`src/rtl/clink_pkg.sv`:
```
package clink_pkg;

  // New credit level after one cycle: a flit taken costs one,
  // an arriving credit message adds its amount.
  function automatic int credit_update(int level, logic took, logic back, int amount);
    return level - (took ? 1 : 0) + (back ? amount : 0);
  endfunction

  // Circular pointer advance over a buffer of the given depth.
  function automatic int wrap_inc(int ptr, int depth);
    return (ptr == depth - 1) ? 0 : ptr + 1;
  endfunction

  // Freed slots waiting to be returned, including this cycle's pop.
  function automatic int freed_total(int held, logic popped);
    return held + (popped ? 1 : 0);
  endfunction

  // Occupancy after a push and/or pop.
  function automatic int occ_update(int occ, logic pushed, logic popped);
    return occ + (pushed ? 1 : 0) - (popped ? 1 : 0);
  endfunction

endpackage

```
`src/rtl/clink_pipe.sv`:
```
module clink_pipe #(
  parameter int W      = 8,
  parameter int STAGES = 1
) (
  input  logic         clk,
  input  logic         rst_n,
  input  logic         in_valid,
  input  logic [W-1:0] in_data,
  output logic         out_valid,
  output logic [W-1:0] out_data
);

  logic [STAGES-1:0] stage_v;
  logic [W-1:0]      stage_d [STAGES];

  for (genvar i = 0; i < STAGES; i++) begin : g_stage
    if (i == 0) begin : g_head
      always_ff @(posedge clk) begin
        if (!rst_n) begin
          stage_v[0] <= 1'b0;
          stage_d[0] <= '0;
        end else begin
          stage_v[0] <= in_valid;
          stage_d[0] <= in_data;
        end
      end
    end else begin : g_tail
      always_ff @(posedge clk) begin
        if (!rst_n) begin
          stage_v[i] <= 1'b0;
          stage_d[i] <= '0;
        end else begin
          stage_v[i] <= stage_v[i-1];
          stage_d[i] <= stage_d[i-1];
        end
      end
    end
  end

  assign out_valid = stage_v[STAGES-1];
  assign out_data  = stage_d[STAGES-1];

endmodule

```
`src/rtl/clink_sender.sv`:
```
module clink_sender
  import clink_pkg::*;
#(
  parameter int DATA_W = 16,
  parameter int DEPTH  = 8,
  parameter int CNT_W  = 4
) (
  input  logic              clk,
  input  logic              rst_n,
  input  logic              src_valid,
  input  logic [DATA_W-1:0] src_data,
  output logic              src_ready,
  input  logic              cred_valid,
  input  logic [CNT_W-1:0]  cred_amt,
  output logic              flit_valid,
  output logic [DATA_W-1:0] flit_data
);

  localparam logic [CNT_W-1:0] FULL = CNT_W'(DEPTH);

  logic [CNT_W-1:0] level_q;
  logic             take;
  int               level_next_i;

  assign src_ready    = (level_q != '0);
  assign take         = src_valid && src_ready;
  assign level_next_i = credit_update(int'(level_q), take, cred_valid, int'(cred_amt));

  assign flit_valid = take;
  assign flit_data  = src_data;

  always_ff @(posedge clk) begin
    if (!rst_n) level_q <= FULL;
    else        level_q <= CNT_W'(level_next_i);
  end

  // the count must never climb above the buffer depth
  assert_no_overflow_R3: assert property (@(posedge clk) disable iff (!rst_n)
    level_next_i <= DEPTH);

  // the count only rises when a credit message arrives
  assert_rise_needs_credit_R3: assert property (@(posedge clk) disable iff (!rst_n)
    !cred_valid |=> level_q <= $past(level_q));

endmodule

```
`src/rtl/clink_receiver.sv`:
```
module clink_receiver
  import clink_pkg::*;
#(
  parameter int DATA_W = 16,
  parameter int DEPTH  = 8,
  parameter int BLOCK  = 2,
  parameter int CNT_W  = 4
) (
  input  logic              clk,
  input  logic              rst_n,
  input  logic              flit_valid,
  input  logic [DATA_W-1:0] flit_data,
  output logic              snk_valid,
  output logic [DATA_W-1:0] snk_data,
  input  logic              snk_ready,
  output logic              cred_valid,
  output logic [CNT_W-1:0]  cred_amt
);

  localparam int               PTR_W = (DEPTH > 1) ? $clog2(DEPTH) : 1;
  localparam logic [CNT_W-1:0] FULL  = CNT_W'(DEPTH);
  localparam logic [CNT_W-1:0] BLK   = CNT_W'(BLOCK);

  logic [DATA_W-1:0] mem [DEPTH];
  logic [PTR_W-1:0]  wr_ptr, rd_ptr;
  logic [CNT_W-1:0]  occ_q;
  logic [CNT_W-1:0]  held_q;
  logic [CNT_W-1:0]  freed;
  logic              pop, emit, cred_q;

  assign snk_valid = (occ_q != '0);
  assign snk_data  = mem[rd_ptr];
  assign pop       = snk_valid && snk_ready;

  // FIFO storage and pointers
  always_ff @(posedge clk) begin
    if (flit_valid) mem[wr_ptr] <= flit_data;
  end

  always_ff @(posedge clk) begin
    if (!rst_n) begin
      wr_ptr <= '0;
      rd_ptr <= '0;
      occ_q  <= '0;
    end else begin
      if (flit_valid) wr_ptr <= PTR_W'(wrap_inc(int'(wr_ptr), DEPTH));
      if (pop)        rd_ptr <= PTR_W'(wrap_inc(int'(rd_ptr), DEPTH));
      occ_q <= CNT_W'(occ_update(int'(occ_q), flit_valid, pop));
    end
  end

  // Block credit accumulator
  assign freed = CNT_W'(freed_total(int'(held_q), pop));
  assign emit  = (freed >= BLK);

  always_ff @(posedge clk) begin
    if (!rst_n) begin
      held_q <= '0;
      cred_q <= 1'b0;
    end else begin
      held_q <= emit ? (freed - BLK) : freed;
      cred_q <= emit;
    end
  end

  assign cred_valid = cred_q;
  assign cred_amt   = BLK;

  // the link must never deliver into a full buffer
  assert_fifo_room_R8: assert property (@(posedge clk) disable iff (!rst_n)
    flit_valid |-> occ_q < FULL);

  // fewer than a block of freed slots may be held back
  assert_block_hold_R5: assert property (@(posedge clk) disable iff (!rst_n)
    held_q < BLK);

  // a credit message follows a real pop in the cycle before
  assert_credit_after_free_R5: assert property (@(posedge clk) disable iff (!rst_n)
    $rose(cred_q) |-> $past(pop));

endmodule

```
`src/rtl/credit_link.sv`:
```
module credit_link #(
  parameter int DATA_W   = 16,
  parameter int DEPTH    = 8,
  parameter int BLOCK    = 2,
  parameter int FLIT_LAT = 1,
  parameter int CRED_LAT = 2
) (
  input  logic              clk,
  input  logic              rst_n,
  input  logic              src_valid,
  input  logic [DATA_W-1:0] src_data,
  output logic              src_ready,
  output logic              snk_valid,
  output logic [DATA_W-1:0] snk_data,
  input  logic              snk_ready
);

  localparam int CNT_W = $clog2(DEPTH + 1);

  logic              tx_valid, rx_valid;
  logic [DATA_W-1:0] tx_data, rx_data;
  logic              crd_tx_valid, crd_rx_valid;
  logic [CNT_W-1:0]  crd_tx_amt, crd_rx_amt;

  clink_sender #(.DATA_W(DATA_W), .DEPTH(DEPTH), .CNT_W(CNT_W)) u_send (
    .clk        (clk),
    .rst_n      (rst_n),
    .src_valid  (src_valid),
    .src_data   (src_data),
    .src_ready  (src_ready),
    .cred_valid (crd_rx_valid),
    .cred_amt   (crd_rx_amt),
    .flit_valid (tx_valid),
    .flit_data  (tx_data)
  );

  clink_pipe #(.W(DATA_W), .STAGES(FLIT_LAT)) u_flit_wire (
    .clk       (clk),
    .rst_n     (rst_n),
    .in_valid  (tx_valid),
    .in_data   (tx_data),
    .out_valid (rx_valid),
    .out_data  (rx_data)
  );

  clink_receiver #(.DATA_W(DATA_W), .DEPTH(DEPTH), .BLOCK(BLOCK), .CNT_W(CNT_W)) u_recv (
    .clk        (clk),
    .rst_n      (rst_n),
    .flit_valid (rx_valid),
    .flit_data  (rx_data),
    .snk_valid  (snk_valid),
    .snk_data   (snk_data),
    .snk_ready  (snk_ready),
    .cred_valid (crd_tx_valid),
    .cred_amt   (crd_tx_amt)
  );

  clink_pipe #(.W(CNT_W), .STAGES(CRED_LAT)) u_credit_wire (
    .clk       (clk),
    .rst_n     (rst_n),
    .in_valid  (crd_tx_valid),
    .in_data   (crd_tx_amt),
    .out_valid (crd_rx_valid),
    .out_data  (crd_rx_amt)
  );

endmodule

```
`config.mk`:
```
export PLATFORM = sky130hd
export DESIGN_NAME = credit_link
export DESIGN_NICKNAME = d
export VERILOG_FILES = /design/src/rtl/clink_pkg.sv /design/src/rtl/clink_pipe.sv /design/src/rtl/clink_sender.sv /design/src/rtl/clink_receiver.sv /design/src/rtl/credit_link.sv
export SDC_FILE = /design/constraint.sdc
export NUM_CORES = 1
export LEC_CHECK = 0
export ABC_AREA = 0
export BUFFER_PORTS_ARGS = -buffer_cell sky130_fd_sc_hd__buf_2
export CAP_MARGIN = 20
export CORE_UTILIZATION = 54
export CTS_CLUSTER_SIZE = 16
export DETAILED_ROUTE_END_ITERATION = 6
export HOLD_SLACK_MARGIN = 0.02
export PLACE_DENSITY = 0.75
export SYNTH_ARGS = -nofsm -noshare
export SYNTH_HDL_FRONTEND = slang
export SYNTH_SLANG_ARGS = --single-unit
```
`constraint.sdc`:
```
create_clock -name clk -period 2.3 [get_ports clk]
set_clock_uncertainty 0.05 [all_clocks]
set_input_delay 0.115 -clock clk [delete_from_list [all_inputs] [get_ports clk]]
set_output_delay 0.115 -clock clk [all_outputs]
set_load 0.005 [all_outputs]
```
## Word level (Yosys, flattened, before mapping)

Memory sizes are Yosys's and may differ from the RTL's. A register that Yosys moved wholly into a read port is not among the register bits.
Index checks and enable logic that the tools add are counted.

- Memories: 3
- Bits in writable memories: 152
- Output and inout port bits: 18
- Register bits: 22
- Input bits: 20
- Word-level logic and storage cells: 47

Memory list:

| memory | depth | width | read ports | clocked after memory_dff | write ports | line | RTL |
|---|---|---|---|---|---|---|---|
| u_recv.mem | 8 | 16 | 1 | 1 | 1 | clink_receiver.sv:24 | `logic [DATA_W-1:0] mem [DEPTH];` |
| u_flit_wire.stage_d | 1 | 16 | 1 | 0 | 1 | clink_pipe.sv:14 | `logic [W-1:0] stage_d [STAGES];` |
| u_credit_wire.stage_d | 2 | 4 | 2 | 0 | 2 | clink_pipe.sv:14 |  |

- Bitwise gates (word level): 2
- Add/subtract/negate cells: 8
- Magnitude comparators: 1
- Mux-type cells: 17
- Eq/ne operators: 2
- Reduce and logical (&&, ||, !) cells: 5

Operator list:

| kind | count |
|---|---|
| 2-to-1 mux 16 bit | 1 |
| 2-to-1 mux 4 bit | 4 |
| OR reduction 16 bit | 1 |
| adder 4 bit | 3 |
| 2-to-1 mux 3 bit | 4 |
| 2-to-1 mux 1 bit | 8 |
| nonzero test 4 bit | 2 |
| subtractor 4 bit | 2 |
| adder 3 x 1 -> 3 bit (second input constant) | 2 |
| == test 3 x 1 -> 1 bit (second input constant) | 2 |
| >= comparator 4 x 2 -> 1 bit (second input constant) | 1 |
| subtractor 4 x 2 -> 4 bit (second input constant) | 1 |
| logical AND 1 bit | 2 |
| bitwise OR 1 bit | 2 |

## Logic depth before layout (Yosys ltp)

Gate-level depths: netlist of run 1.

- Word-level depth: 6
- Depth in mapped cells: 11
- Gate-level depth less buffers: 11

## Modules after synthesis

Synthesis of run 1 repeated with hierarchy kept, for this count alone.

- Cell total of the unflattened synthesis: 394
- Area, all modules: 7009.2 um^2

Modules (own cells, without submodules):

| module | sequential area each (um^2) | cells an instance | area each (um^2) | instances |
|---|---|---|---|---|
| clink_receiver | 4204.0 | 287 | 5833.1 | 1 |
| clink_pipe at u_flit_wire | 340.3 | 35 | 474.2 | 1 |
| clink_sender | 80.1 | 52 | 439.2 | 1 |
| clink_pipe at u_credit_wire | 200.2 | 20 | 262.8 | 1 |

## Worst setup path after synthesis of run 1

OpenSTA, ideal clock, no wires.

- Path type: reg2reg
- Start point: reg u_recv.occ_q[2]
- End point: reg u_recv.held_q[3]
- Path slack: 71 ps
- Stages on the path, launching flop included: 12
- Path buffers: 0
- Clock period less this slack: 2229 ps
- Library setup time: 145 ps
- Required time: 2105 ps
- Data arrival time: 2035 ps
- Cell sequence: dfxtp_1 > inv_1 > ha_1 > nor3b_1 > nor2_1 > ha_1 > ha_1 > xnor2_1 > ha_1 > xnor2_1 > xnor2_1 > nor3_1

- Cells in the longest elaborated chain, start to end: 6
- Elaborated cells on any way between the ends: 7
- Classes of those cells: 2 x add/sub; 1 x order compare; 2 x mux; 2 x reduce/logical

RTL lines:

| item | line | RTL |
|---|---|---|
| start, declared | clink_receiver.sv:26 | `logic [CNT_W-1:0] occ_q;` |
| start signal, assigned | clink_receiver.sv:48 | `occ_q <= CNT_W'(occ_update(int'(occ_q), flit_valid, pop));` |
| nonzero test 4 bit * | clink_receiver.sv:31 | `assign snk_valid = (occ_q != '0);` |
| logical AND 1 bit * | clink_receiver.sv:33 | `assign pop = snk_valid && snk_ready;` |
| 2-to-1 mux 1 bit * | clink_pkg.sv:16 | `return held + (popped ? 1 : 0);` |
| adder 4 bit * | clink_pkg.sv:16 |  |
| subtractor 4 x 2 -> 4 bit or >= comparator 4 x 2 -> 1 bit (tied branches) | clink_receiver.sv:61, clink_receiver.sv:54 |  |
| 2-to-1 mux 4 bit * | clink_receiver.sv:61 | `held_q <= emit ? (freed - BLK) : freed;` |
| end signal, assigned | clink_receiver.sv:61 |  |
| end, declared | clink_receiver.sv:27 | `logic [CNT_W-1:0] held_q;` |

Every way passes the cells marked *; elsewhere a longest branch is shown, timed or not.
A chain may end at the register's enable or synchronous reset.

==> flow_summary.ini, run 1 <==
[final_layout]
fin_nets = 465
n_antenna_cell = 0
fin_area_sq_mm = 0.007869
most-common-layout-cells = edfxtp_1, dfxtp_1, buf_2
layout-drive-gt1-share_pct = 25.00
area_growth_pct = 19.72
fin_util_pct = 67.47
final_common_cell = edfxtp_1

[synth]
syn_area_sq_mm = 0.006573
synth_top_cell_by_area = edfxtp_1
ys_ff_latch = 171
syn_area_per_cell_sq_um = 18.89
synthCells = 348
synth_top_area_share_pct = 58.48
yosysUniqueCellTypes = 30
syn_nets = 386
yosysWarnings = 0
synthTopCellsByArea = edfxtp_1, dfxtp_1, mux4_1
yosysSeqAreaShare_pct = 71.58

[clock_network]
cts_tree = done
clock_sinks = 171
cts.reportedPaths.clkPinSlew_ns = 0.06
cts-root-buf = clkbuf_16
cts_inserted_buffers = 17
clockBufferDepth = 2
insertion_delay_ns = 0.42
post_cts_buffers = 0
ctsHtreeMaxLevel = 4

[floorplanning]
pin_count = 38
die_y_microns = 112.3
chipWidth_microns = 112.3
dieArea_sq_mm = 0.01262
coreArea_sq_mm = 0.01166
rows = 39
initial_core_util_pct = 56.36

[drt]
drt_iter0_drc = 271
avgViaCountPerCell = 5.455
drt_first_pass_iters = 6
drc = 2
wl_per_cell_microns = 19.22
dr_total_vias = 3180
routed_wl_microns = 11210
drtAntennaViolNets = 0

[timing]
hold_viol = 0
slew_viol_final = 0
holdWs_ns = 0.07838
maxSlewHeadroom_pct = 67.73
tightest_slew_ns = 0.4815
fin_ws_ns = 0.08643
fin_crit_ns = 2.214
min_period_over_period_pct = 96.24
rsz0062_at_grt = true
finalSetupViolations = 0
fmax_mhz = 451.8

[worst_setup_path]
critPathLaunchType = register
worstPathRequired_ns = 2.13
cp_slowest_cell = mux4_1
crit_type = reg2out
cp_max_fo = 16
worstPathArrival_ns = 2.05
endpoint_kind = primary output
crit_path_max_incr_delay_ns = 0.60
crit_chain = buf_12, mux4_1, mux2_2, buf_2

[place]
place_ws_ns = 0.06502
placed_area_sq_mm = 0.007003
dp_hpwl_microns = 6506
port_buffers = 37
gp_congestion = 0.7404

[power_and_ir_drop]
peakVddDrop_uv = 776.8
p_leak_nw = 2.879
power_mw = 8.015
powerDensity_mw_per_mm2 = 1019

[grt]
antenna_found_initial = 0
grt-ovfl-total = 0
grtUsageTotal_pct = 19.41
grt_pass1_vias = 3415
grt_pass1_wl_microns = 17450
grt_max_degree = 33

[job]
maxCapViolations = 0

[status]
failed_checks = DRC
status = finished with violations

[hold_path]
hp-class = in2reg
==> kinds of logic (layout without fill, tap and decap cells) <==
| group | after synthesis | in the layout | synth area share [%] |
|---|---|---|---|
| AOI/OAI and AO/OA | 13 | 13 | 1.180 |
| buffers and inverters | 29 | 121 | 2.132 |
| adders and majority gates | 18 | 18 | 3.655 |
| xor gates and xnor gates | 5 | 5 | 0.6663 |
| muxes | 50 | 50 | 15.61 |
| and+or+nand+nor | 62 | 62 | 5.178 |
| DFF | 171 | 171 | 71.58 |
==> where the power goes <==
part / total (mW) / internal, mW / switching [mW]
logic: 1.34 / 0.755 / 0.590
clock network: 3.08 / 1.98 / 1.10
registers: 3.59 / 3.49 / 0.105
total: 8.02 / 6.22 / 1.79
==> metal layers <==
layer  wire length [microns]  up-vias  part of all wire [%]  track usage (%)
met1                    4746     1594                    42            23.36
met2                    5814       62                    52            33.13
met4                     158        0                   1.4            7.200
met3                     486       13                   4.3            5.994
met5                       0        -                     0                0
li1                        -     1511                     -                -
==> cells in the mapped netlist <==
master,number
nand2b_1,6
inv_1,17
o2111a_1,1
or4_1,1
a21oi_1,6
a21o_1,1
dfxtp_1,43
and2_1,26
mux2i_1,2
clkbuf_2,1
nand3b_1,1
nor2_1,11
clkbuf_1,4
mux4_1,28
xor2_1,1
edfxtp_1,128
nand2_1,5
and3_1,2
nor3b_1,1
buf_6,4
nor3_1,5
mux4_2,4
buf_1,3
nand3_1,4
o41ai_1,1
ha_1,16
xnor2_1,4
fa_1,2
o21ai_0,4
mux2_2,16
==> flip-flops by register name (all words and copies together), names as in the netlist, named ones only <==
name                     count
u_credit_wire.out_valid      1
u_credit_wire.stage_d        2
u_credit_wire.stage_v        1
u_flit_wire.out_valid        1
u_flit_wire.stage_d         16
u_recv.cred_valid            1
u_recv.held_q                4
u_recv.mem                 128
u_recv.occ_q                 4
u_recv.rd_ptr                3
u_recv.wr_ptr                3
u_send.level_q               4
==> per-stage QoR <==
stage | instances | TNS, ns
CTS | 582 | 0
global placement | 532 | 0
finish | 583 | 0
global route | 583 | -0.02036
detailed placement | 532 | 0
floorplan | 348 | 0
==> critical path: cells and delay by family, from the launching register on <==
family / cells / cell delay [ns]
mux: 2 / 0.89
buf+inv: 2 / 0.32
flops: 1 / 0.41
==> worst paths after layout <==
path	startpoint	slack (ns)	cells after the start	end
worst max-delay path	register	0.09	4	snk_data[3]
worst min-delay path	rst_n	0.08	3	u_recv.occ_q[3]
worst max register to register	u_recv.occ_q[2]	0.17	11	u_recv.held_q[3]
worst min register to register	u_credit_wire.stage_d[0][1]	0.39	1	u_credit_wire.stage_d[1][1]
==> area by class of cell <==
cell class                 count  area, sq um
clock buffer                  20        456.7
clock inverter                12        192.7
fill                         757         3794
inverter                      17        63.81
multi-input combinational    148         1748
sequential                   171         4706
tap                          143        178.9
timing repair buffer          72        523.0
==> what timing repair did <==
action	in CTS	in global routing
endpoints found under the hold margin	21	0
hold buffers	18	0
gates resized for setup	0	4
endpoints found under the setup margin	0	5
No activity file was read; power rests on OpenSTA's default activity.
==> inputs of run 2 (changes only) <==
CORE_MARGIN = 4   (was default)
RECOVER_POWER = 25   (was default)
==> run 2 against run 1 <==
The run now ends clean. Sequential share of layout area up 0.31 points. Hold slack worse by 0.014 ns. Non-clock buffer count increased by 2. Utilization shrank 2.0 points. Sequential cell count did not move. Combinational power up 3%. Critical path depth is the same. Maximum frequency about the same. First-iteration DRC count shrank 46%. Clock power shrank 15%. Critical endpoint is now snk_data[10]. Largest power group unchanged.
==> flow_summary.ini, run 2 (synthesized netlist as in run 1, its figures left out) <==
[hold_path]
hp-class = in2reg

[grt]
antenna_found_initial = 0
grt_pass1_wl_microns = 18180
grt-ovfl-total = 0
grtUsageTotal_pct = 17.55
grt_max_degree = 33
grt_pass1_vias = 3345

[job]
maxCapViolations = 0

[worst_setup_path]
critPathLaunchType = register
crit_path_max_incr_delay_ns = 0.60
endpoint_kind = primary output
worstPathArrival_ns = 2.05
cp_max_fo = 16
worstPathRequired_ns = 2.13
cp_slowest_cell = mux4_1
crit_chain = buf_12, mux4_1, mux2_2, buf_2
crit_type = reg2out

[final_layout]
regMostFlops = u_recv.mem
area_growth_pct = 19.11
top_regs = u_recv.mem (128), u_flit_wire.stage_d (16)
fin_area_sq_mm = 0.007829
layout-drive-gt1-share_pct = 25.11
n_antenna_cell = 0
final_common_cell = edfxtp_1
fin_nets = 467
largest_reg_flops = 128
fillers = 786
most-common-layout-cells = edfxtp_1, dfxtp_1, buf_2

[timing]
fin_crit_ns = 2.214
final.setup.tns_ns = 0
slew_viol_final = 0
rsz0062_at_grt = true
min_period_over_period_pct = 96.27
fmax_mhz = 451.6
hold_viol = 0
finalSetupViolations = 0
maxSlewHeadroom_pct = 65.30
tightest_slew_ns = 0.5205
fin_ws_ns = 0.08568

[status]
status = finished, final reports clean

[clock_network]
post_cts_buffers = 0
cts_inserted_buffers = 17
cts-root-buf = clkbuf_16
clock_sinks = 171
cts_tree = done
insertion_delay_ns = 0.42
cts.reportedPaths.clkPinSlew_ns = 0.06
clockBufferDepth = 2
ctsHtreeMaxLevel = 4

[floorplanning]
rows = 40
die_y_microns = 118.3
coreArea_sq_mm = 0.01196
initial_core_util_pct = 54.95
pin_count = 38
dieArea_sq_mm = 0.01400
chipWidth_microns = 118.3

[drt]
drtAntennaViolNets = 0
drt_iter0_drc = 146
avgViaCountPerCell = 5.518
routed_wl_microns = 11700
wl_per_cell_microns = 19.87
dr_total_vias = 3250
drt_first_pass_iters = 5
drc = 0

[place]
placed_area_sq_mm = 0.007048
gp_congestion = 0.7179
dp_hpwl_microns = 6733
port_buffers = 37
place_ws_ns = -0.05346

[power_and_ir_drop]
powerDensity_mw_per_mm2 = 970.0
p_leak_nw = 2.852
power_mw = 7.594
peakVddDrop_uv = 472.6
[run 2: cell count changes in the layout (fill, tap and decap cells not counted), moves of 2 or more]
| cell | before | now |
|---|---|---|
| bufinv_16 | 5 | 1 |
| clkinv_4 | 0 | 4 |
| clkinv_1 | 1 | 4 |
| buf_12 | 1 | 3 |
| clkbuf_8 | 2 | 0 |
| clkinv_2 | 3 | 1 |
[run 2: worst paths after layout]
path         cells after the start  slack, ns                        start                     endpoint
max                              4       0.09                     register                 snk_data[10]
min                              1       0.06                        rst_n  u_credit_wire.stage_d[0][1]
max reg2reg                     11       0.10              u_recv.occ_q[2]             u_recv.held_q[3]
min reg2reg                      1       0.39  u_credit_wire.stage_d[0][1]  u_credit_wire.stage_d[1][1]
[run 2: area by class of cell]
type / instances / area, sq um / area share [%]
multi-input combinational: 148 / 1762 / 22.50
tap: 147 / 183.9 / 2.349
inverter: 17 / 63.81 / 0.8151
timing repair buffer: 74 / 563.0 / 7.192
sequential: 171 / 4706 / 60.11
clock inverter: 15 / 125.1 / 1.598
clock buffer: 17 / 425.4 / 5.434
[run 2: what timing repair did]
item	CTS	global route
hold buffers	18	0
endpoints found under the setup margin	4	2
hold endpoints to repair	21	0
pin swaps	0	0
resized for setup	2	4
gates cloned	0	1
[run 2: stage by stage]
| step | hold WS, ns | utilization, % | std cells |
|---|---|---|---|
| after floorplan | 0.09272 | - | 348 |
| after global placement | 0.2703 | 58.92 | 538 |
| after detailed placement | 0.2731 | 58.92 | 538 |
| after CTS | 0.05505 | 65.14 | 588 |
| after global routing | 0.07490 | 65.45 | 589 |
| final | 0.06389 | 65.45 | 589 |
[run 2: per-layer routing]
layer	routed length, microns	vias to the layer above	track usage (%)
met4	151	0	5.861
met3	369	13	4.880
met1	4916	1663	20.53
met5	0	-	0
li1	-	1515	-
met2	6266	59	31.23
[run 2: power by group]
group | switching, mW | total, mW | internal (mW)
Sequential | 0.112 | 3.60 | 3.49
Clock | 1.13 | 2.61 | 1.48
Combinational | 0.618 | 1.38 | 0.766
[run 2: worst max-delay path: cells and delay by family, from the launching register on]
| family | cells | cell delay (ns) |
|---|---|---|
| buf+inv | 2 | 0.32 |
| mux | 2 | 0.90 |
| flops | 1 | 0.40 |
